[src/rtl/spsel_pkg.sv]
package spsel_pkg;

    localparam int XLEN    = 64;
    localparam int NUM_LVL = 4;
    localparam int LVL_W   = $clog2(NUM_LVL);

    typedef logic [LVL_W-1:0] lvl_t;
    typedef logic [XLEN-1:0]  word_t;

    typedef enum logic [1:0] {
        VG_SAME_SHARED = 2'd0,
        VG_SAME_OWN    = 2'd1,
        VG_FROM_LOWER  = 2'd2,
        VG_UNUSED      = 2'd3
    } vgrp_e;

    typedef struct packed {
        logic take;
        lvl_t src;
        lvl_t dst;
        logic ret;
    } exc_evt_t;

    // Bank index that is live for a level under a given selection bit.
    function automatic lvl_t live_bank(input logic sel, input lvl_t lvl);
        return sel ? lvl : '0;
    endfunction

endpackage

[src/rtl/spsel_ctrl.sv]
module spsel_ctrl
    import spsel_pkg::*;
#(
    parameter int NLVL = NUM_LVL
) (
    input  logic     clk,
    input  logic     rst,
    input  lvl_t     cur_lvl,
    input  logic     wr_en,
    input  logic     wr_bit,
    input  exc_evt_t evt,
    output logic     sel_q
);

    logic [NLVL-1:0] saved_q;

    always_ff @(posedge clk) begin
        if (rst) begin
            sel_q   <= 1'b1;
            saved_q <= '1;
        end else if (evt.take) begin
            saved_q[evt.dst] <= sel_q;
            sel_q            <= 1'b1;
        end else if (evt.ret) begin
            sel_q <= saved_q[cur_lvl];
        end else if (wr_en && (cur_lvl != '0)) begin
            sel_q <= wr_bit;
        end
    end

endmodule

[src/rtl/sp_bank.sv]
module sp_bank
    import spsel_pkg::*;
#(
    parameter int W    = XLEN,
    parameter int NLVL = NUM_LVL
) (
    input  logic         clk,
    input  logic         rst,
    input  logic         wr_en,
    input  lvl_t         wr_idx,
    input  logic [W-1:0] wr_data,
    input  lvl_t         rd_idx,
    output logic [W-1:0] rd_data
);

    logic [W-1:0] bank_q [NLVL];

    for (genvar g = 0; g < NLVL; g++) begin : g_bank
        always_ff @(posedge clk) begin
            if (rst) begin
                bank_q[g] <= '0;
            end else if (wr_en && (wr_idx == lvl_t'(g))) begin
                bank_q[g] <= wr_data;
            end
        end
    end

    assign rd_data = bank_q[rd_idx];

endmodule

[src/rtl/vec_group.sv]
module vec_group
    import spsel_pkg::*;
(
    input  lvl_t  src_lvl,
    input  lvl_t  dst_lvl,
    input  logic  sel,
    output vgrp_e grp
);

    always_comb begin
        if (src_lvl == dst_lvl) begin
            grp = sel ? VG_SAME_OWN : VG_SAME_SHARED;
        end else begin
            grp = VG_FROM_LOWER;
        end
    end

endmodule

[src/rtl/banked_sp_sel.sv]
module banked_sp_sel
    import spsel_pkg::*;
#(
    parameter int W    = XLEN,
    parameter int NLVL = NUM_LVL
) (
    input  logic         clk,
    input  logic         rst,
    input  logic [1:0]   cur_lvl,
    input  logic         sel_wr_en,
    input  logic [W-1:0] sel_wr_data,
    output logic [W-1:0] sel_rd,
    input  logic         sp_wr_en,
    input  logic [W-1:0] sp_wr_data,
    output logic [W-1:0] sp_rd,
    input  logic         exc_take,
    input  logic [1:0]   exc_src_lvl,
    input  logic [1:0]   exc_dst_lvl,
    input  logic         exc_ret,
    output logic [1:0]   vec_grp
);

    exc_evt_t evt;
    logic     sel_q;
    lvl_t     live_idx;
    vgrp_e    grp;
    logic     unused_wr_hi;

    assign evt          = '{take: exc_take, src: exc_src_lvl, dst: exc_dst_lvl, ret: exc_ret};
    assign unused_wr_hi = ^sel_wr_data[W-1:1];

    spsel_ctrl #(.NLVL(NLVL)) u_ctrl (
        .clk     (clk),
        .rst     (rst),
        .cur_lvl (cur_lvl),
        .wr_en   (sel_wr_en),
        .wr_bit  (sel_wr_data[0]),
        .evt     (evt),
        .sel_q   (sel_q)
    );

    assign live_idx = live_bank(sel_q, cur_lvl);

    sp_bank #(.W(W), .NLVL(NLVL)) u_bank (
        .clk     (clk),
        .rst     (rst),
        .wr_en   (sp_wr_en),
        .wr_idx  (live_idx),
        .wr_data (sp_wr_data),
        .rd_idx  (live_idx),
        .rd_data (sp_rd)
    );

    vec_group u_vec (
        .src_lvl (evt.src),
        .dst_lvl (evt.dst),
        .sel     (sel_q),
        .grp     (grp)
    );

    assign vec_grp = grp;
    assign sel_rd  = {{(W-1){1'b0}}, sel_q};

endmodule

[config.mk]
export PLATFORM = sky130hd
export DESIGN_NAME = banked_sp_sel
export DESIGN_NICKNAME = d
export VERILOG_FILES = /design/src/rtl/spsel_pkg.sv /design/src/rtl/spsel_ctrl.sv /design/src/rtl/sp_bank.sv /design/src/rtl/vec_group.sv /design/src/rtl/banked_sp_sel.sv
export SDC_FILE = /design/constraint.sdc
export NUM_CORES = 1
export LEC_CHECK = 0
export BUFFER_PORTS_ARGS = -buffer_cell sky130_fd_sc_hd__buf_2
export CORE_MARGIN = 3
export CORE_UTILIZATION = 55
export CTS_CLUSTER_DIAMETER = 100
export CTS_CLUSTER_SIZE = 8
export DETAILED_ROUTE_END_ITERATION = 8
export HOLD_SLACK_MARGIN = 0.1
export PLACE_DENSITY = 0.81
export SLEW_MARGIN = 15
export SYNTH_ARGS = -nofsm -noshare
export SYNTH_HDL_FRONTEND = slang
export SYNTH_SLANG_ARGS = --single-unit
[constraint.sdc]
create_clock -name clk -period 4.7 [get_ports clk]
set_input_delay 0.47 -clock clk [delete_from_list [all_inputs] [get_ports clk]]
set_output_delay 0.47 -clock clk [all_outputs]
set_load 0.01 [all_outputs]
# Word level (Yosys, flattened, before mapping)

Memory sizes are Yosys's and may differ from the RTL's.
Cells that the tools add are included.

RAM bits: 256
Flip-flop bits (word level): 5
Bits of input ports: 140
Memories kept: 1
Logic and storage cells: 52
Output and inout bits: 130

Eq/ne operators: 4
Mux-type cells: 28
Bitwise gates (word level): 4
$lt $le $gt $ge: 3
Reduce and logical (&&, ||, !) cells: 10

Memory list:

| name          | words | width | read ports | clocked after memory_dff | wr ports | line          | text |
|---|---|---|---|---|---|---|---|
| u_bank.bank_q | 4     | 64    | 1          | 0                        | 4        | sp_bank.sv:16 | `logic [W-1:0] bank_q [NLVL];` |

Operators by type and width:

| kind               | count |
|---|---|
| $mux 64            | 4 |
| $mux 1             | 19 |
| $logic_and 1x1->1  | 6 |
| $lt 2x3->1 const B | 2 |
| $bwmux 4           | 1 |
| $eq 2x2->1 const B | 2 |
| $mux 2             | 2 |
| $or 1x1->1         | 4 |
| $reduce_bool 2->1  | 2 |
| $bmux 1 s2         | 1 |
| $demux 1 s2        | 1 |
| $eq 2x1->1 const B | 1 |
| $eq 2x2->1         | 1 |
| $ge 2x1->1 const B | 1 |
| $logic_not 2->1    | 1 |
| $reduce_or 2->1    | 1 |

# Longest topological paths before layout

Gate-level depths: netlist of run 1.

Depth in word-level cells: 7
Gate-level depth with buffers: 6

# Cells and area by module

A second synthesis of run 1 with hierarchy kept.

Cell total of the unflattened synthesis: 805
Area, all modules: 11802.6 sq um

By module, submodules not included:

| module        | sequential area each (sq um) | instances | area an instance (sq um) | cells each |
|---|---|---|---|---|
| sp_bank       | 7687.4                       | 1         | 10996.8                  | 705 |
| banked_sp_sel | 0.0                          | 1         | 496.7                    | 67 |
| spsel_ctrl    | 100.1                        | 1         | 281.5                    | 29 |
| vec_group     | 0.0                          | 1         | 27.5                     | 4 |

# Least setup slack after synthesis of run 1

OpenSTA, ideal clock, no wires.

Path kind: input to register
Start point: input port cur_lvl[0]
End point: memory u_bank.bank_q[0][0] (netlist name), enable pin
Slack: 1.817 ns
Arrival time: 2.462 ns
Library setup time: 0.421 ns
Data required time: 4.279 ns
Stages: 4
Cell sequence: buf_4 -> o21ai_0 -> buf_2 -> a21o_1

RTL lines:

| element            | line               | text |
|---|---|---|
| start: declaration | banked_sp_sel.sv:9 | `input logic [1:0] cur_lvl,` |
| end: declaration   | sp_bank.sv:16      |  |

# Worst setup path after layout of run 1

Start point: register u_ctrl.sel_q
End point: output port sp_rd[7]

Cells in the longest elaborated chain, start to end: 2

Ends and longest elaborated chain:

| element                  | line                | text |
|---|---|---|
| start: declaration       | spsel_ctrl.sv:12    | `output logic sel_q` |
| start signal: assignment | spsel_ctrl.sv:25    | `sel_q <= saved_q[cur_lvl];` |
| start signal: assignment | spsel_ctrl.sv:27    | `sel_q <= wr_bit;` |
| $mux 2                   | spsel_pkg.sv:26     | `return sel ? lvl : '0;` |
| $mem_v2 4x64             | -                   |  |
| end: declaration         | banked_sp_sel.sv:15 | `output logic [W-1:0] sp_rd,` |

No other way between the ends.

==> results.ini, run 1 <==
[power_and_ir_drop]
comb_power_share_pct=9.4
power.density_nw_per_um2=411.7
seq_power_share_pct=47.7
p_clk_share_pct=42.9
p_sw_share_pct=22.58
p_int_mw=4.464
power.leakage_nw=5.729
vdd_drop_max_v=0.0002907
switchingPower_mw=1.302

[timing]
clock.fmax_mhz=314.8
relSlewSlack_pct=31.62
period_needed_ns=3.177
worst_slew_pin_slew_ns=1.024
drv_slew=0
hold_viol=0
setup-tns-final_ns=0
post-route-period-util_pct=67.60
setup_violations=0
finalHoldWorstSlack_ns=0.2476
rsz0062_at_grt=no
fin_skew_ns=0.01327

[yosys]
async_flop_share_pct=0
netlist.area_leader.share_pct=62.62
yosys_warnings=0
synth_cell_types=34
ys_ff_latch=261
syn_area_per_cell_um2=13.19
netlist_instances=931
synth_edf_count=256
synth_top_cell_by_area=edfxtp_1
synth_ff_type=edfxtp_1
ys_top_cells_by_area=edfxtp_1, and2_1, mux2i_1
ys_seq_area_share_pct=63.43
synth_area_um2=12280

[placement]
dpl-instance-area_um2=12920
dpl.hpwl_um=14600
place_congestion=0.7339
portBuffers=143

[global_routing]
grt_pass1_wl_um=41580
grt_use_total_pct=22.32
grt_overflow=0
grt_antenna_before_repair=3
first_global_vias=7584
grt_max_degree=65

[min_path]
hold_path_depth=3
min-delay-start=exc_take
whs_endpoint=u_ctrl.sel_q$_SDFFE_PP1P_
hp-class=in -> reg

[floorplan]
initial_core_util_pct=56.08
die_h_um=155.4
die-area_um2=24150
die_w_um=155.4
boundaryPins=270
rows=54
coreArea_um2=21890

[critical_path]
crit_path_start_kind=register
crit_path_end_kind=output pin
cp_data_arrival_time_ns=2.71
cpPeakStageDelay_ns=0.71
r2r_slack_ns=2.22
timing.rr.start=u_ctrl.sel_q$_SDFFE_PP1P_
criticalPathCategory=reg -> out
path_delay_family=compound AO/OA/AOI/OAI gates
path_cells=o21a_2 -> buf_4 -> nor2_1 -> a21oi_1 -> buf_2
required_ns=4.23
worstRegToRegCells=4
critPathMaxFanout=28
crit_slowest_cell=o21a_2
timing.rr.end=u_bank.bank_q[0][30]$_SDFFCE_PN0P_
crit_buf_inv=2

[flow_run]
max_cap_viol_count=0

[routing]
drt_iter0_drc=404
drtPass1Iterations=5
vias=7425
wire_per_inst_um=19.93
wl_um=27000
vias_per_cell=5.480
drc=0
ant_nets=0

[cts]
cts_tree=yes
cts_buffers=38
root_buffer=clkbuf_16
htreeDepth=2
clock-sinks=261
clockBufferDepth=3
cts_hold_buffers=0
cts_setup_buffers=0
cts.clk_slew.worst_paths_ns=0.05
clk-insertion-delay-late_ns=0.51
cts-resized-gates=0

[final_layout]
stdcell_area_um2=14000
fill_cells=1622
layout.nets=1199
drive_gt1_share_pct=20.39
synthToLayoutAreaGrowth_pct=14.07

[run_status]
outcome=complete, no violations

-- stage by stage --
stage	setup WS [ns]	power [mW]	instances	util (%)
CTS	1.463	5.799	1354	63.96
floorplan	1.817	3.156	993	-
global placement	1.628	3.318	1299	59.03
detailed placement	1.636	3.338	1299	59.03
global route	1.366	5.970	1355	63.97
finish	1.523	5.766	1355	63.97
-- synth_stat cells (all sizes together), types with 3 or more instances --
master,n
nand2,3
clkbuf,41
o2bb2ai,53
nand2b,7
mux2,12
a22o,22
nor2,58
and2,256
mux2i,57
dfxtp,5
buf,86
a21oi,53
edfxtp,256
-- power by group through the flow --
stage / sequential [mW] / clock (mW) / combinational (mW)
finish: 2.75 / 2.47 / 0.543
global route: 2.76 / 2.62 / 0.597
CTS: 2.75 / 2.50 / 0.551
detailed placement: 2.79 / 0 / 0.548
global placement: 2.78 / 0 / 0.537
floorplan: 2.78 / 0 / 0.376
-- layout make-up --
class | instances | area, um2 | area share, %
Clock inverter | 1 | 5.005 | 0.03574
Timing Repair Buffer | 153 | 808.3 | 5.771
Tap cell | 280 | 350.3 | 2.502
Multi-Input combinational cell | 605 | 3973 | 28.37
Clock buffer | 54 | 1075 | 7.674
Antenna cell | 1 | 2.502 | 0.01787
Sequential cell | 261 | 7791 | 55.63
-- metal layers --
metal | GRT usage (%) | part of all wire (%) | vias to the layer above | routed length [um]
met3 | 4.451 | 7.2 | 53 | 1953
met5 | 0 | 0.070 | - | 19
met2 | 38.29 | 50 | 288 | 13580
met1 | 28.81 | 40 | 3628 | 10890
met4 | 6.920 | 2.1 | 4 | 556
li1 | - | - | 3452 | -
-- worst max path at each step --
stage                                         start                            endpoint  slack [ns]  depth (start not counted)
after floorplan                          cur_lvl[0]   u_bank.bank_q[0][0]$_SDFFCE_PN0P_        1.82                          4
after global placement                   cur_lvl[0]  u_bank.bank_q[2][27]$_SDFFCE_PN0P_        1.63                          4
after detailed placement                 cur_lvl[0]  u_bank.bank_q[2][28]$_SDFFCE_PN0P_        1.64                          4
after CTS                 u_ctrl.sel_q$_SDFFE_PP1P_                            sp_rd[7]        1.46                          5
after global routing      u_ctrl.sel_q$_SDFFE_PP1P_                            sp_rd[7]        1.37                          5
final                     u_ctrl.sel_q$_SDFFE_PP1P_                            sp_rd[7]        1.52                          5
-- placed cells by master, fill, tap and decap left out, drive strengths merged --
| cell | netlist | layout |
|---|---|---|
| and2 | 256 | 256 |
| edfxtp | 256 | 256 |
| buf | 86 | 153 |
| conb | 1 | 63 |
| nor2 | 58 | 58 |
| mux2i | 57 | 57 |
| clkbuf | 41 | 54 |
| o2bb2ai | 53 | 53 |
| a21oi | 53 | 53 |
| a22o | 22 | 22 |
| mux2 | 12 | 12 |
| nand2b | 7 | 7 |
| dfxtp | 5 | 5 |
| nand2 | 3 | 3 |
| nor2b | 2 | 2 |
| xnor2 | 2 | 2 |
| a21o | 2 | 2 |
| a211o | 2 | 2 |
| o21a | 2 | 2 |
| o21ai | 2 | 2 |
| diode | 0 | 1 |
| and3 | 1 | 1 |
| nand4b | 1 | 1 |
| nand4 | 1 | 1 |
| nor3 | 1 | 1 |
| nand3b | 1 | 1 |
| nand3 | 1 | 1 |
| nor3b | 1 | 1 |
| a311oi | 1 | 1 |
| o221ai | 1 | 1 |
| clkinv | 0 | 1 |
-- logic make-up after synthesis --
family,count (synthesis),synth area share (%)
xor+xnor,2,0.1427
other cells,1,0.03055
compound gates,138,8.123
buf+inv,127,6.380
mux,69,5.748
simple gates,333,16.14
flops,261,63.43
-- sequential cells by signal, summed over array words and instances, names as in the netlist --
name	count
u_bank.bank_q	256
u_ctrl.saved_q	4
u_ctrl.sel_q	1
-- worst reg2reg max path, cell delays in order, from the launching register on --
cell and delay [ns]:
dfxtp_4 0.59, o21a_2 0.73, nor2_4 0.32, buf_4 0.35, and2_1 0.26
Power figures use the tool's default switching activity.
==> run 2: changes to the inputs <==
- ABC_AREA: not set -> 1
- CORE_UTILIZATION: 55 -> 49
- PLACE_DENSITY: 0.81 -> 0.77
- clock period: 4.7 -> 2.6 ns (I/O delays scaled with it)
==> results.ini, run 2 <==
[yosys]
yosys_warnings=0  ; unchanged
async_flop_share_pct=0  ; unchanged
ys_top_cells_by_area=edfxtp_1, nand2_1, nor2_1
yosysMostFrequentCell=nand2_1
synth_area_um2=11580  ; -5.7%
netlist.area_leader.share_pct=66.40  ; +3.8 points
syn_area_per_cell_um2=10.71  ; -19%
synth_cell_types=21  ; -38%
synth_ff_type=edfxtp_1
synth_commonest_cells=nand2_1, nor2_1, edfxtp_1
ys_seq_area_share_pct=67.26  ; +3.8 points
netlist_instances=1081  ; +16%
ys_ff_latch=261  ; unchanged
synth_top_cell_by_area=edfxtp_1
synth_edf_count=256  ; unchanged

[critical_path]
path_delay_family=simple AND/OR/NAND/NOR gates
cpPeakStageDelay_ns=0.45  ; -0.26 ns
crit_slowest_cell=nor2_4
cp_data_arrival_time_ns=2.13  ; -0.58 ns
required_ns=2.34  ; -1.89 ns
crit_path_start_kind=register
path_cells=nand2_2 -> nor2_4 -> buf_12 -> nand2_1 -> nand4_1 -> buf_2
path_depth=6  ; +1
criticalPathCategory=reg -> out
crit_buf_inv=2  ; unchanged
critPathMaxFanout=31  ; +11%
worstRegToRegCells=5  ; +1
crit_path_end_kind=output pin

[final_layout]
synthToLayoutAreaGrowth_pct=18.56
register_area_um2=7787  ; about the same
largestRegisters=u_bank.bank_q: 256 flops, u_ctrl.saved_q: 4 flops, u_ctrl.sel_q: 1 flops
largest_reg_flops=256  ; unchanged
layout.nets=1406  ; +17%
final_util_pct=59.90  ; -4.1 points
layout_commonest_cell=nand2_1
fill_cells=1877  ; +16%
drive_gt1_share_pct=17.36  ; -3.0 points
antenna-diode-count=0  ; -1
multi_input_comb_area_um2=2887  ; -27%
final_cell_mix=nand2_1, nor2_1, edfxtp_1
top_register=u_bank.bank_q

[cts]
cts_setup_buffers=0  ; unchanged
clock-sinks=261  ; unchanged
cts.clk_slew.worst_paths_ns=0.05  ; about the same
cts-resized-gates=0  ; unchanged
htreeDepth=2  ; unchanged
clockBufferDepth=3  ; unchanged
root_buffer=clkbuf_16
cts_tree=yes
cts_hold_buffers=36  ; +36
clk-insertion-delay-late_ns=0.50  ; about the same
cts_buffers=38  ; unchanged

[routing]
drtPass1Iterations=4  ; -1
vias=8015  ; +7.9%
drt_iter0_drc=547  ; +35%
ant_nets=0  ; unchanged
wl_um=27080  ; +0.30%
top_layer_used=met5
met3WireLength_um=2248  ; +15%
wire_per_inst_um=17.08  ; -14%
drc=0  ; unchanged
met1_length_um=10220  ; -6.2%
wl_met2_um=13830  ; +1.8%
vias_per_cell=5.054  ; -7.8%

[floorplan]
boundaryPins=270  ; unchanged
die_h_um=159.7  ; +2.8%
rows=55  ; +1.9%
coreArea_um2=22920  ; +4.7%
die-area_um2=25510  ; +5.6%
die_w_um=159.7  ; +2.8%
initial_core_util_pct=50.52  ; -5.6 points

[timing]
setup_ws_ns=0.2121  ; -1.311 ns
clock.fmax_mhz=418.8
hold_viol=0  ; unchanged
post-route-period-util_pct=91.84
period_needed_ns=2.388
fin_skew_ns=0.01273  ; -0.0005384 ns
drv_slew=0  ; unchanged
rsz0062_at_grt=no
setup_violations=0  ; unchanged
relSlewSlack_pct=63.09  ; +31 points
setup-tns-final_ns=0  ; unchanged
finalHoldWorstSlack_ns=0.1137  ; -0.1340 ns
worst_slew_pin_slew_ns=0.5523  ; -0.4713 ns

[power_and_ir_drop]
power.density_nw_per_um2=732.4  ; +78%
vdd_drop_max_v=0.0005442  ; +87%
power.total_mw=10.05  ; +74%
power.leakage_nw=6.007  ; +4.9%

[placement]
portBuffers=143  ; unchanged
place_congestion=0.7239  ; -1.4%
pre_cts_ws_ns=0.6966  ; -0.9390 ns
dpl.hpwl_um=14800  ; +1.3%

[min_path]
hold_path_depth=3  ; unchanged
hp-class=in -> reg

[global_routing]
grt_overflow=0  ; unchanged
grt_antenna_before_repair=1  ; -2
grt_pass1_wl_um=42040  ; +1.1%
grt_use_total_pct=20.84  ; -1.5 points
grt_max_degree=36  ; -45%
first_global_vias=8088  ; +6.6%

[flow_run]
max_cap_viol_count=0  ; unchanged

[run_status]
outcome=complete, no violations

[run 2: cell count changes after synthesis, sizes merged, moves of 30 or more]
cell	previous run	this run
clkbuf	41	1
nand4	1	64
nand2	3	277
mux2i	57	0
and2	256	0
o2bb2ai	53	0
inv	0	77
nor2	58	261
buf	86	116
a21oi	53	4
[run 2: metrics by stage]
stage / cells / cell area (um2)
floorplan: 1143 / 11820
global placement: 1503 / 12350
detailed placement: 1503 / 12350
CTS: 1586 / 13730
global route: 1586 / 13730
finish: 1586 / 13730
[run 2: logic make-up after synthesis]
family                 synth area share [%]
flip-flops                            67.26
XOR/XNOR                             0.1513
buffers and inverters                 10.25
AO/OA/AOI/OAI                        0.3458
AND/OR/NAND/NOR                       21.96
other                               0.03239
[run 2: report_power, final]
group	switching [mW]	internal [mW]
clock network	1.62	2.66
registers	0.0516	4.84
logic	0.603	0.275
[run 2: tightest hold or removal path: stages]
cell,delay [ns]
buf_2,0.08
inv_1,0.06
nor2_1,0.10
[run 2: worst paths after layout]
| path | from | end | slack [ns] |
|---|---|---|---|
| hold / removal | sp_wr_data[30] | u_bank.bank_q[1][30]$_SDFFCE_PN0P_ | 0.11 |
| setup reg to reg | u_ctrl.sel_q$_SDFFE_PP1P_ | u_bank.bank_q[2][22]$_SDFFCE_PN0P_ | 0.74 |
| setup / recovery | u_ctrl.sel_q$_SDFFE_PP1P_ | sp_rd[63] | 0.21 |
| hold reg to reg | u_ctrl.saved_q[1]$_SDFFE_PP1P_ | u_ctrl.saved_q[1]$_SDFFE_PP1P_ | 0.49 |
[run 2: final cells by class]
type	count	area share [%]
clock inverter	2	0.1003
timing repair buffer	200	9.900
clock buffer	45	7.274
inverter	77	2.106
multi-input combinational	688	21.03
tap	313	2.853
sequential	261	56.74
[run 2: layer usage]
layer	global-route usage, %	up-vias
met2	38.03	355
met1	24.43	3824
met3	4.150	56
met4	7.441	2
li1	-	3778
met5	0	-
